## config.mk

```make
export PLATFORM = sky130hd
export DESIGN_NAME = i2cf_regs
export DESIGN_NICKNAME = d
export VERILOG_FILES = /design/src/rtl/i2cf_pkg.sv /design/src/rtl/i2cf_fifo.sv /design/src/rtl/i2cf_cmd.sv /design/src/rtl/i2cf_regs.sv
export SDC_FILE = /design/constraint.sdc
export NUM_CORES = 1
export LEC_CHECK = 0
export BUFFER_PORTS_ARGS = -buffer_cell sky130_fd_sc_hd__buf_4
export CORE_ASPECT_RATIO = 0.6
export CORE_MARGIN = 2
export CORE_UTILIZATION = 25
export CTS_CLUSTER_SIZE = 12
export DETAILED_ROUTE_END_ITERATION = 8
export HOLD_SLACK_MARGIN = 0.03
export SLEW_MARGIN = 25
export SYNTH_ARGS = -nofsm -noshare
export SYNTH_HDL_FRONTEND = slang
export SYNTH_SLANG_ARGS = --single-unit
export TNS_END_PERCENT = 1
```

## constraint.sdc

```tcl
create_clock -name clk -period 3.3 [get_ports clk]
set_input_delay 0.33 -clock clk [delete_from_list [all_inputs] [get_ports clk]]
set_output_delay 0.33 -clock clk [all_outputs]
set_load 0.01 [all_outputs]
```

## src/rtl/i2cf_pkg.sv

```systemverilog
package i2cf_pkg;
  localparam int REG_W    = 32;
  localparam int ADDR_W   = 8;
  localparam int BYTE_W   = 8;
  localparam int FIFO_DEP = 64;
  localparam int PROT_W   = 4;
  localparam int STAT_W   = 3;

  localparam logic [ADDR_W-1:0] OFF_CFG  = 8'h00;
  localparam logic [ADDR_W-1:0] OFF_TIM  = 8'h04;
  localparam logic [ADDR_W-1:0] OFF_FIFO = 8'h0C;
  localparam logic [ADDR_W-1:0] OFF_CMD  = 8'h30;
  localparam logic [ADDR_W-1:0] OFF_IE   = 8'h38;
  localparam logic [ADDR_W-1:0] OFF_IS   = 8'h3C;
  localparam logic [ADDR_W-1:0] OFF_TX   = 8'h40;
  localparam logic [ADDR_W-1:0] OFF_RX   = 8'h44;

  localparam int B_SRST   = 31;
  localparam int B_EN     = 30;
  localparam int B_FAST   = 31;
  localparam int B_RXFL   = 31;
  localparam int B_TXFL   = 30;
  localparam int B_BUSY   = 31;
  localparam int B_DONEIF = 28;
  localparam int B_LAST   = 31;
  localparam int B_STAT   = 25;
  localparam int B_PROT   = 9;
  localparam int B_LVL    = 16;
endpackage

```

## src/rtl/i2cf_fifo.sv

```systemverilog
module i2cf_fifo #(
  parameter int W     = 8,
  parameter int DEPTH = 64
) (
  input  logic              clk,
  input  logic              rst,
  input  logic              flush,
  input  logic              push,
  input  logic [W-1:0]      din,
  input  logic              pop,
  output logic [W-1:0]      dout,
  output logic              empty,
  output logic              full,
  output logic [$clog2(DEPTH):0] level
);
  localparam int AW = $clog2(DEPTH);

  logic [W-1:0] mem [DEPTH];
  logic [AW:0]  wptr, rptr;
  logic         do_push, do_pop;

  assign level   = wptr - rptr;
  assign empty   = (wptr == rptr);
  assign full    = (level == (AW+1)'(DEPTH));
  assign do_push = push && !full;
  assign do_pop  = pop && !empty;
  assign dout    = mem[rptr[AW-1:0]];

  always_ff @(posedge clk) begin
    if (do_push) mem[wptr[AW-1:0]] <= din;
  end

  always_ff @(posedge clk) begin
    if (rst || flush) begin
      wptr <= '0;
      rptr <= '0;
    end else begin
      if (do_push) wptr <= wptr + 1'b1;
      if (do_pop)  rptr <= rptr + 1'b1;
    end
  end

  assert_level_bound_R7: assert property (@(posedge clk) disable iff (rst)
    level <= (AW+1)'(DEPTH));

  assert_no_underflow_R8: assert property (@(posedge clk) disable iff (rst)
    (empty && !push && !flush) |=> empty);
endmodule

```

## src/rtl/i2cf_cmd.sv

```systemverilog
module i2cf_cmd #(
  parameter int CNT_W  = 8,
  parameter int PROT_W = 4,
  parameter int STAT_W = 3
) (
  input  logic              clk,
  input  logic              rst,
  input  logic              srst,
  input  logic              enable,
  input  logic              start_req,
  input  logic [PROT_W-1:0] wprot,
  input  logic [CNT_W-1:0]  wcnt,
  input  logic              eng_done,
  input  logic [STAT_W-1:0] eng_status,
  input  logic              flag_clr,
  output logic              busy,
  output logic              start_pulse,
  output logic [STAT_W-1:0] status,
  output logic [PROT_W-1:0] prot,
  output logic [CNT_W-1:0]  cnt,
  output logic              flag
);
  logic finish;
  assign finish = busy && eng_done;

  always_ff @(posedge clk) begin
    if (rst || srst) begin
      busy        <= 1'b0;
      start_pulse <= 1'b0;
      status      <= '0;
      prot        <= '0;
      cnt         <= '0;
      flag        <= 1'b0;
    end else begin
      start_pulse <= 1'b0;
      if (!busy && start_req && enable) begin
        busy        <= 1'b1;
        start_pulse <= 1'b1;
        prot        <= wprot;
        cnt         <= wcnt;
        status      <= '0;
      end else if (finish) begin
        busy   <= 1'b0;
        status <= eng_status;
      end
      if (finish)        flag <= 1'b1;
      else if (flag_clr) flag <= 1'b0;
    end
  end

  assert_flag_on_fall_R5: assert property (@(posedge clk) disable iff (rst)
    ($fell(busy) && !$past(srst)) |-> flag);

  assert_busy_hold_R4: assert property (@(posedge clk) disable iff (rst)
    (busy && !eng_done && !srst) |=> busy);

  assert_start_single_R3: assert property (@(posedge clk) disable iff (rst)
    start_pulse |=> !start_pulse);
endmodule

```

## src/rtl/i2cf_regs.sv

```systemverilog
module i2cf_regs
  import i2cf_pkg::*;
#(
  parameter int DEPTH = FIFO_DEP
) (
  input  logic              clk,
  input  logic              rst,
  input  logic              wr_en,
  input  logic              rd_en,
  input  logic [ADDR_W-1:0] addr,
  input  logic [REG_W-1:0]  wdata,
  output logic [REG_W-1:0]  rdata,
  output logic              irq,
  output logic              eng_start,
  output logic [PROT_W-1:0] eng_protocol,
  output logic [BYTE_W-1:0] eng_rd_count,
  output logic              eng_enable,
  output logic              eng_fast,
  output logic              eng_tx_valid,
  output logic [BYTE_W-1:0] eng_tx_data,
  output logic              eng_tx_last,
  input  logic              eng_tx_pop,
  input  logic              eng_rx_push,
  input  logic [BYTE_W-1:0] eng_rx_data,
  input  logic              eng_done,
  input  logic [STAT_W-1:0] eng_status
);
  localparam int LW = $clog2(DEPTH) + 1;

  logic srst_q, en_q, fast_q, ie_q;
  logic w_cfg, w_tim, w_fifo, w_cmd, w_ie, w_is, w_tx, r_rx;
  logic busy, flag;
  logic [STAT_W-1:0] status;
  logic tx_empty, tx_full, rx_empty, rx_full;
  logic [LW-1:0] tx_level, rx_level;
  logic [BYTE_W:0] tx_dout;
  logic [BYTE_W-1:0] rx_dout;
  logic [REG_W-1:0] rd_mux;

  assign w_cfg  = wr_en && addr == OFF_CFG;
  assign w_tim  = wr_en && addr == OFF_TIM;
  assign w_fifo = wr_en && addr == OFF_FIFO;
  assign w_cmd  = wr_en && addr == OFF_CMD;
  assign w_ie   = wr_en && addr == OFF_IE;
  assign w_is   = wr_en && addr == OFF_IS;
  assign w_tx   = wr_en && addr == OFF_TX && !srst_q;
  assign r_rx   = rd_en && addr == OFF_RX;

  always_ff @(posedge clk) begin
    if (rst) begin
      srst_q <= 1'b0;
      en_q   <= 1'b0;
      fast_q <= 1'b0;
      ie_q   <= 1'b0;
    end else begin
      if (w_cfg) begin
        srst_q <= wdata[B_SRST];
        en_q   <= wdata[B_EN];
      end
      if (w_tim) fast_q <= wdata[B_FAST];
      if (w_ie)  ie_q   <= wdata[B_DONEIF];
    end
  end

  i2cf_cmd #(.CNT_W(BYTE_W), .PROT_W(PROT_W), .STAT_W(STAT_W)) u_cmd (
    .clk        (clk),
    .rst        (rst),
    .srst       (srst_q),
    .enable     (en_q),
    .start_req  (w_cmd && wdata[B_BUSY]),
    .wprot      (wdata[B_PROT +: PROT_W]),
    .wcnt       (wdata[BYTE_W-1:0]),
    .eng_done   (eng_done),
    .eng_status (eng_status),
    .flag_clr   (w_is && wdata[B_DONEIF]),
    .busy       (busy),
    .start_pulse(eng_start),
    .status     (status),
    .prot       (eng_protocol),
    .cnt        (eng_rd_count),
    .flag       (flag)
  );

  i2cf_fifo #(.W(BYTE_W+1), .DEPTH(DEPTH)) u_txq (
    .clk   (clk),
    .rst   (rst),
    .flush (srst_q || (w_fifo && wdata[B_TXFL])),
    .push  (w_tx),
    .din   ({wdata[B_LAST], wdata[BYTE_W-1:0]}),
    .pop   (eng_tx_pop),
    .dout  (tx_dout),
    .empty (tx_empty),
    .full  (tx_full),
    .level (tx_level)
  );

  i2cf_fifo #(.W(BYTE_W), .DEPTH(DEPTH)) u_rxq (
    .clk   (clk),
    .rst   (rst),
    .flush (srst_q || (w_fifo && wdata[B_RXFL])),
    .push  (eng_rx_push),
    .din   (eng_rx_data),
    .pop   (r_rx),
    .dout  (rx_dout),
    .empty (rx_empty),
    .full  (rx_full),
    .level (rx_level)
  );

  assign eng_tx_valid = !tx_empty;
  assign eng_tx_data  = tx_dout[BYTE_W-1:0];
  assign eng_tx_last  = tx_dout[BYTE_W];
  assign eng_enable   = en_q;
  assign eng_fast     = fast_q;
  assign irq          = flag && ie_q;

  always_comb begin
    rd_mux = '0;
    case (addr)
      OFF_CFG:  begin rd_mux[B_SRST] = srst_q; rd_mux[B_EN] = en_q; end
      OFF_TIM:  rd_mux[B_FAST] = fast_q;
      OFF_FIFO: rd_mux[B_LVL +: LW] = rx_level;
      OFF_CMD:  begin
        rd_mux[B_BUSY]            = busy;
        rd_mux[B_STAT +: STAT_W]  = status;
        rd_mux[B_PROT +: PROT_W]  = eng_protocol;
        rd_mux[BYTE_W-1:0]        = eng_rd_count;
      end
      OFF_IE:   rd_mux[B_DONEIF] = ie_q;
      OFF_IS:   rd_mux[B_DONEIF] = flag;
      OFF_RX:   if (!rx_empty) rd_mux[BYTE_W-1:0] = rx_dout;
      default:  rd_mux = '0;
    endcase
  end

  always_ff @(posedge clk) begin
    if (rst)        rdata <= '0;
    else if (rd_en) rdata <= rd_mux;
  end

  logic unused_bits;
  assign unused_bits = ^{tx_full, rx_full, tx_level};

  assert_srst_clear_R10: assert property (@(posedge clk) disable iff (rst)
    srst_q |=> (!busy && !flag && rx_empty && tx_empty));
endmodule

```

Yosys cells after proc, flatten, opt, wreduce, memory -nomap -nowiden
Memory sizes are Yosys's and may differ from the RTL's. A register that Yosys moved wholly into a read port is not among the register bits.
Index checks and enable logic that the tools add are counted.

storage, ports and cells
  bits in registers = 75
  RAM bits = 1,088
  word-level logic and storage cells = 91
  memories = 2

operators by class
  add/subtract/negate cells = 6
  eq/ne operators = 11
  muxes and demuxes = 21
  reduce and logical (&&, ||, !) cells = 36

memory list
  name       words  bits a word  rd ports  clocked after Yosys merged registers in  wr ports  RTL line         text
  u_txq.mem  64     9            1         1                                        1         i2cf_fifo.sv:18  logic [W-1:0] mem [DEPTH];
  u_rxq.mem  64     8            1         1                                        1         i2cf_fifo.sv:18

operators by type and width
  operator             number
  $add 7x1->7 const B  4
  $eq 8x6->1 const B   3
  $mux 6               4
  $logic_and 1x1->1    21
  $eq 8x7->1 const B   2
  $pmux 8 s2           1
  $eq 7x7->1           2
  $eq 7x7->1 const B   2
  $sub 7x7->7          2
  $mux 1               10
  $eq 8x3->1 const B   1
  $eq 8x4->1 const B   1
  $logic_not 8->1      1
  $mux 8               1
  $mux 7               1
  $logic_not 1->1      6
  $logic_or 1x1->1     5
  $mux 4               1
  $reduce_bool 2->1    2
  $mux 3               1
  $pmux 1 s3           1
  $pmux 1 s2           1
  $reduce_or 2->1      1

Longest topological paths before layout
  depth in word-level cells = 6
  gate-level depth with buffers = 12

Cells and area by module
From an unflattened synthesis, not the netlist that was laid out.

unflattened totals
  cells, all modules = 2,261
  area total of the unflattened synthesis = 46,538.4 um2

modules (own cells, without submodules)
  module             instances  cells each  area an instance (um2)
  i2cf_fifo (u_txq)  1          1,061       23,354.9
  i2cf_fifo (u_rxq)  1          968         20,855.0
  i2cf_regs          1          149         1,430.1
  i2cf_cmd           1          83          898.4

Least setup slack after synthesis
No wires, ideal clock.

  path type = register to register
  start point = reg u_rxq.wptr[0]
  end point = mem u_rxq.mem[82][0], in the netlist u_rxq.mem[41][0] (enable)
  library setup time = 395 ps
  arrival = 2,950 ps
  required time = 2,905 ps
  setup slack = -44 ps
  stages on the path, launching flop included = 12
  period minus slack after synthesis = 3,344 ps
  cell sequence = dfxtp_1 inv_1 ha_1 inv_1 fa_1 a211oi_2 o31ai_1 o21ai_1 nor2_2 buf_2 buf_2 nor4_1

between the ends
  cells in the longest elaborated chain, start to end = 6

ends and longest elaborated chain
  element                       RTL line         text
  start: declaration            i2cf_fifo.sv:19  logic [AW:0] wptr, rptr;
  start signal: assignment      i2cf_fifo.sv:38  if (do_push) wptr <= wptr + 1'b1;
  $sub 7x7->7                   i2cf_fifo.sv:22  assign level = wptr - rptr;
  $eq 7x7->1                    i2cf_fifo.sv:24  assign full = (level == (AW+1)'(DEPTH));
  $logic_not 1->1               i2cf_fifo.sv:25  assign do_push = push && !full;
  $logic_and 1x1->1             i2cf_fifo.sv:25
  $mux 1                        i2cf_fifo.sv:30  if (do_push) mem[wptr[AW-1:0]] <= din;
  $mux 1 (implied by the code)  i2cf_fifo.sv:30
  end: declaration              i2cf_fifo.sv:18

Several ways; a longest one is shown, not always the timed one.

==> flow_summary.ini <==
[yosys]
yosysTopAreaCell = edfxtp_1
synth_mux_area_share_pct = 15.25
ys.flop_type = edfxtp_1
ys_top_cells_by_area = edfxtp_1 70%, mux4_2 13%, dfxtp_1 3.8%, mux2i_1 1.7%, nor2_1 1.0%
syn-cell-area_um2 = 46380
yosysWarnings = 0
netlist-cell-type-count = 73
synthAdderAreaFrac_pct = 0.4748
synth_top_family_by_area = multiplexers
yosys.area_share.simple_pct = 4.677
syn_avg_cell_area_um2 = 19.43
synthCells = 2387
yosysSeqAreaShare_pct = 74.19
synthXorXnorAreaFrac_pct = 0.3938
synth_compound_area_share_pct = 3.064
synth.top_cell.area_share_pct = 70.44
synth_edf_count = 1088
synth_seq_cells = 1175
async_flop_share_pct = 0

[die]
die_h_um = 337.7
die_w_um = 560.1
die-area_um2 = 189100
core_area_um2 = 184400
rows = 122
io_pins = 116
start_util_pct = 25.15

[clocking]
clockBufferDepth = 3
insertion_delay_ns = 0.77
cts_tree = yes
cts_sinks = 1175
clk_pin_slew_ns = 0.06
h-tree-depth = 3
clock_tree.root_cell = clkbuf_16
cts_buffers = 114

[power]
p_leak_nw = 17.15
sequentialPowerShare_pct = 55.9
p_sw_mw = 6.037
pwr-share-clk_pct = 42.0
peakVddDrop_v = 0.0004601
internal-power_mw = 23.10
swShare_pct = 20.72
power_density_nw_per_um2 = 519.4
pwr-share-comb_pct = 2.1

[final_layout]
fillers = 17903
utilization_pct = 30.42
drive_gt1_share_pct = 30.86
final_nets = 2843
areaGrowthSynthToFinish_pct = 20.91

[route]
wl_per_cell_um = 24.19
avgViaCountPerCell = 4.729
ant_nets = 0
firstDrtPassIters = 6
drt-initial-drc-count = 3160
route.detailed.drc = 0
vias = 25227
wirelength_um = 129100

[setup_path]
critPathKind = reg2out
worst-endpoint-arrival_ns = 3.14
critical_path.max_stage_delay_ns = 0.59
cp.required_ns = 2.97
critPathLaunchType = register
crit_path_max_fanout = 13
end_kind = output port
path_cells = buf_12 > buf_12 > mux4_2 > mux4_2 > o22ai_1 > nor2_1 > buf_4
slowest_stage = mux4_2

[placed_design]
routabilityCongestion = 0.8806
dpl.hpwl_um = 84500
post-place-ws_ns = -0.09249
port_buffers = 91

[global_route]
antenna_found_initial = 11
grt_max_degree = 66
grt_use_total_pct = 13.28
grt_pass1_wl_um = 180600
grt_pass1_vias = 24025
grt-ovfl-total = 0

[timing]
max_freq_mhz = 287.8
slew_violations = 0
rsz0062_at_grt = yes
tightest_slew_ns = 1.004
setup_violations = 9
fin_crit_sh_pct = 105.3
setup_slack_ns = -0.1744
hold_viol_final = 0
post-route-min-period_ns = 3.474
slew_headroom_pct = 32.97
fin_skew_ns = 0.09344

[flow_run]
cap_violations = 0

[run_status]
status = complete, but fails checks
violations = negative setup slack

[min_path]
worstHoldPathType = in2reg
[through the flow]
| stage | area (um2) | setup TNS, ns | instances | power (mW) | hold WS (ns) |
|---|---|---|---|---|---|
| final | 56090 | -1.309 | 5335 | 29.13 | 0.09797 |
| after global routing | 56080 | -2.367 | 5333 | 29.97 | 0.09251 |
| after CTS | 55990 | -2.053 | 5332 | 29.38 | 0.04126 |
| after detailed placement | 52020 | -0.9139 | 5097 | 17.21 | 0.4542 |
| after global placement | 52020 | -0.7329 | 5097 | 17.19 | 0.4506 |
| after floorplan | 46410 | -3.547 | 2393 | 16.76 | 0.4289 |
[synth_stat cells, types with 4 or more instances]
| library cell | instances |
|---|---|
| and2_1 | 7 |
| nor3_1 | 37 |
| o211ai_1 | 4 |
| mux2i_1 | 81 |
| nor2b_1 | 13 |
| nand2b_1 | 7 |
| mux4_2 | 276 |
| nand3_1 | 57 |
| xnor2_1 | 12 |
| buf_6 | 17 |
| or3_1 | 20 |
| nor2_1 | 125 |
| or3b_2 | 4 |
| clkbuf_1 | 60 |
| nand4_1 | 10 |
| a2111oi_0 | 4 |
| nor4_1 | 44 |
| buf_2 | 43 |
| ha_1 | 16 |
| o22ai_1 | 21 |
| or4_1 | 10 |
| nand3b_1 | 7 |
| and3_1 | 5 |
| a22oi_1 | 35 |
| mux2_2 | 4 |
| inv_1 | 22 |
| a22o_1 | 20 |
| xor2_1 | 7 |
| nand2_1 | 71 |
| o21ai_1 | 9 |
| buf_4 | 15 |
| buf_1 | 18 |
| edfxtp_1 | 1088 |
| dfxtp_1 | 87 |
| a221oi_1 | 8 |
| o21ai_0 | 14 |
| a21oi_1 | 48 |
| a211oi_1 | 6 |
[final timing paths]
check                       start                to  slack, ns  cells past startpoint
setup / recovery         register       eng_tx_last      -0.17                      7
hold / removal            addr[1]        u_cmd.flag        0.1                      5
setup reg to reg    u_rxq.wptr[0]  u_rxq.mem[46][6]       0.13                     13
hold reg to reg   u_cmd.status[0]         rdata[25]       0.45                      2
[final cells by class]
class / instances / area (um2) / share of cell area [%]
Multi-Input combinational cell: 1041 / 11460 / 20.44
Tap cell: 2480 / 3103 / 5.533
Inverter: 24 / 90.09 / 0.1606
Clock inverter: 22 / 266.5 / 0.4752
Timing Repair Buffer: 412 / 3578 / 6.380
Antenna cell: 3 / 7.507 / 0.01339
Sequential cell: 1175 / 34430 / 61.40
Clock buffer: 178 / 3143 / 5.604
[power groups by stage]
stage | logic, mW | clock network, mW | registers (mW)
after floorplan | 0.149 | 0 | 16.6
after global placement | 0.588 | 0 | 16.6
after detailed placement | 0.603 | 0 | 16.6
after CTS | 0.623 | 12.5 | 16.3
after global routing | 0.663 | 13.0 | 16.3
final | 0.619 | 12.2 | 16.3
[cell families after synthesis]
kind of cell | Yosys count
adders and majority gates | 17
other | 1
buffers and inverters | 177
muxes | 361
DFF | 1175
AOI/OAI and AO/OA | 202
xor gates and xnor gates | 20
and+or+nand+nor | 434
[worst max-delay path: cells and delay by family (launching register included)]
family	cells	cell delay (ns)
compound gates	1	0.26
buf+inv	3	0.52
flops	1	0.40
mux	2	1.11
simple gates	1	0.12
[state kept, by name, indices dropped and copies added (netlist names), named ones only]
| register | flops |
|---|---|
| u_rxq.wptr | 7 |
| u_cmd.flag | 1 |
| u_rxq.mem | 512 |
| u_cmd.start_pulse | 1 |
| u_cmd.prot | 4 |
| u_cmd.cnt | 8 |
| ie_q | 1 |
| u_cmd.status | 3 |
| rdata | 25 |
| u_rxq.rptr | 7 |
| srst_q | 1 |
| u_txq.rptr | 7 |
| eng_enable | 1 |
| u_txq.wptr | 7 |
| u_cmd.busy | 1 |
| eng_fast | 1 |
| u_txq.mem | 576 |
[cell usage in the layout (no fill, tap or decap), types with 8 or more instances in the layout]
cell type / instances
nor4_2: 31
buf_6: 8
mux2i_1: 81
nor2b_1: 13
nor4_1: 13
nand3_1: 57
a22o_1: 20
buf_12: 24
o21ai_0: 14
o21ai_1: 8
xnor2_1: 12
dfxtp_1: 80
clkinv_1: 9
o22ai_1: 8
inv_1: 22
a22oi_1: 35
nand4_1: 10
nor3_1: 36
a221oi_1: 8
ha_1: 16
edfxtp_1: 1088
clkbuf_16: 114
nand2_1: 71
nor2_1: 120
mux4_2: 276
a21oi_1: 48
dlygate4sd3_1: 30
clkbuf_1: 59
or3_1: 20
buf_4: 345
or4_1: 10
[metal layers]
layer  vias up  wire [um]  GRT usage [%]
met4        12       2204          2.841
met2      1265      49300          16.69
met1     13225      61000          20.50
met3       161      16360          5.607
met5         -        193         0.4500
li1      10564          -              -
[timing repair]
| action | in CTS | in global routing |
|---|---|---|
| endpoints found under the hold margin | 29 | 0 |
| pin swaps | 4 | 3 |
| buffers inserted | 3 | 0 |
| setup endpoints to repair | 34 | 449 |
| resized for setup | 30 | 18 |
| hold buffers | 30 | 0 |
| cloned | 2 | 0 |
Power figures use the tool's default switching activity.
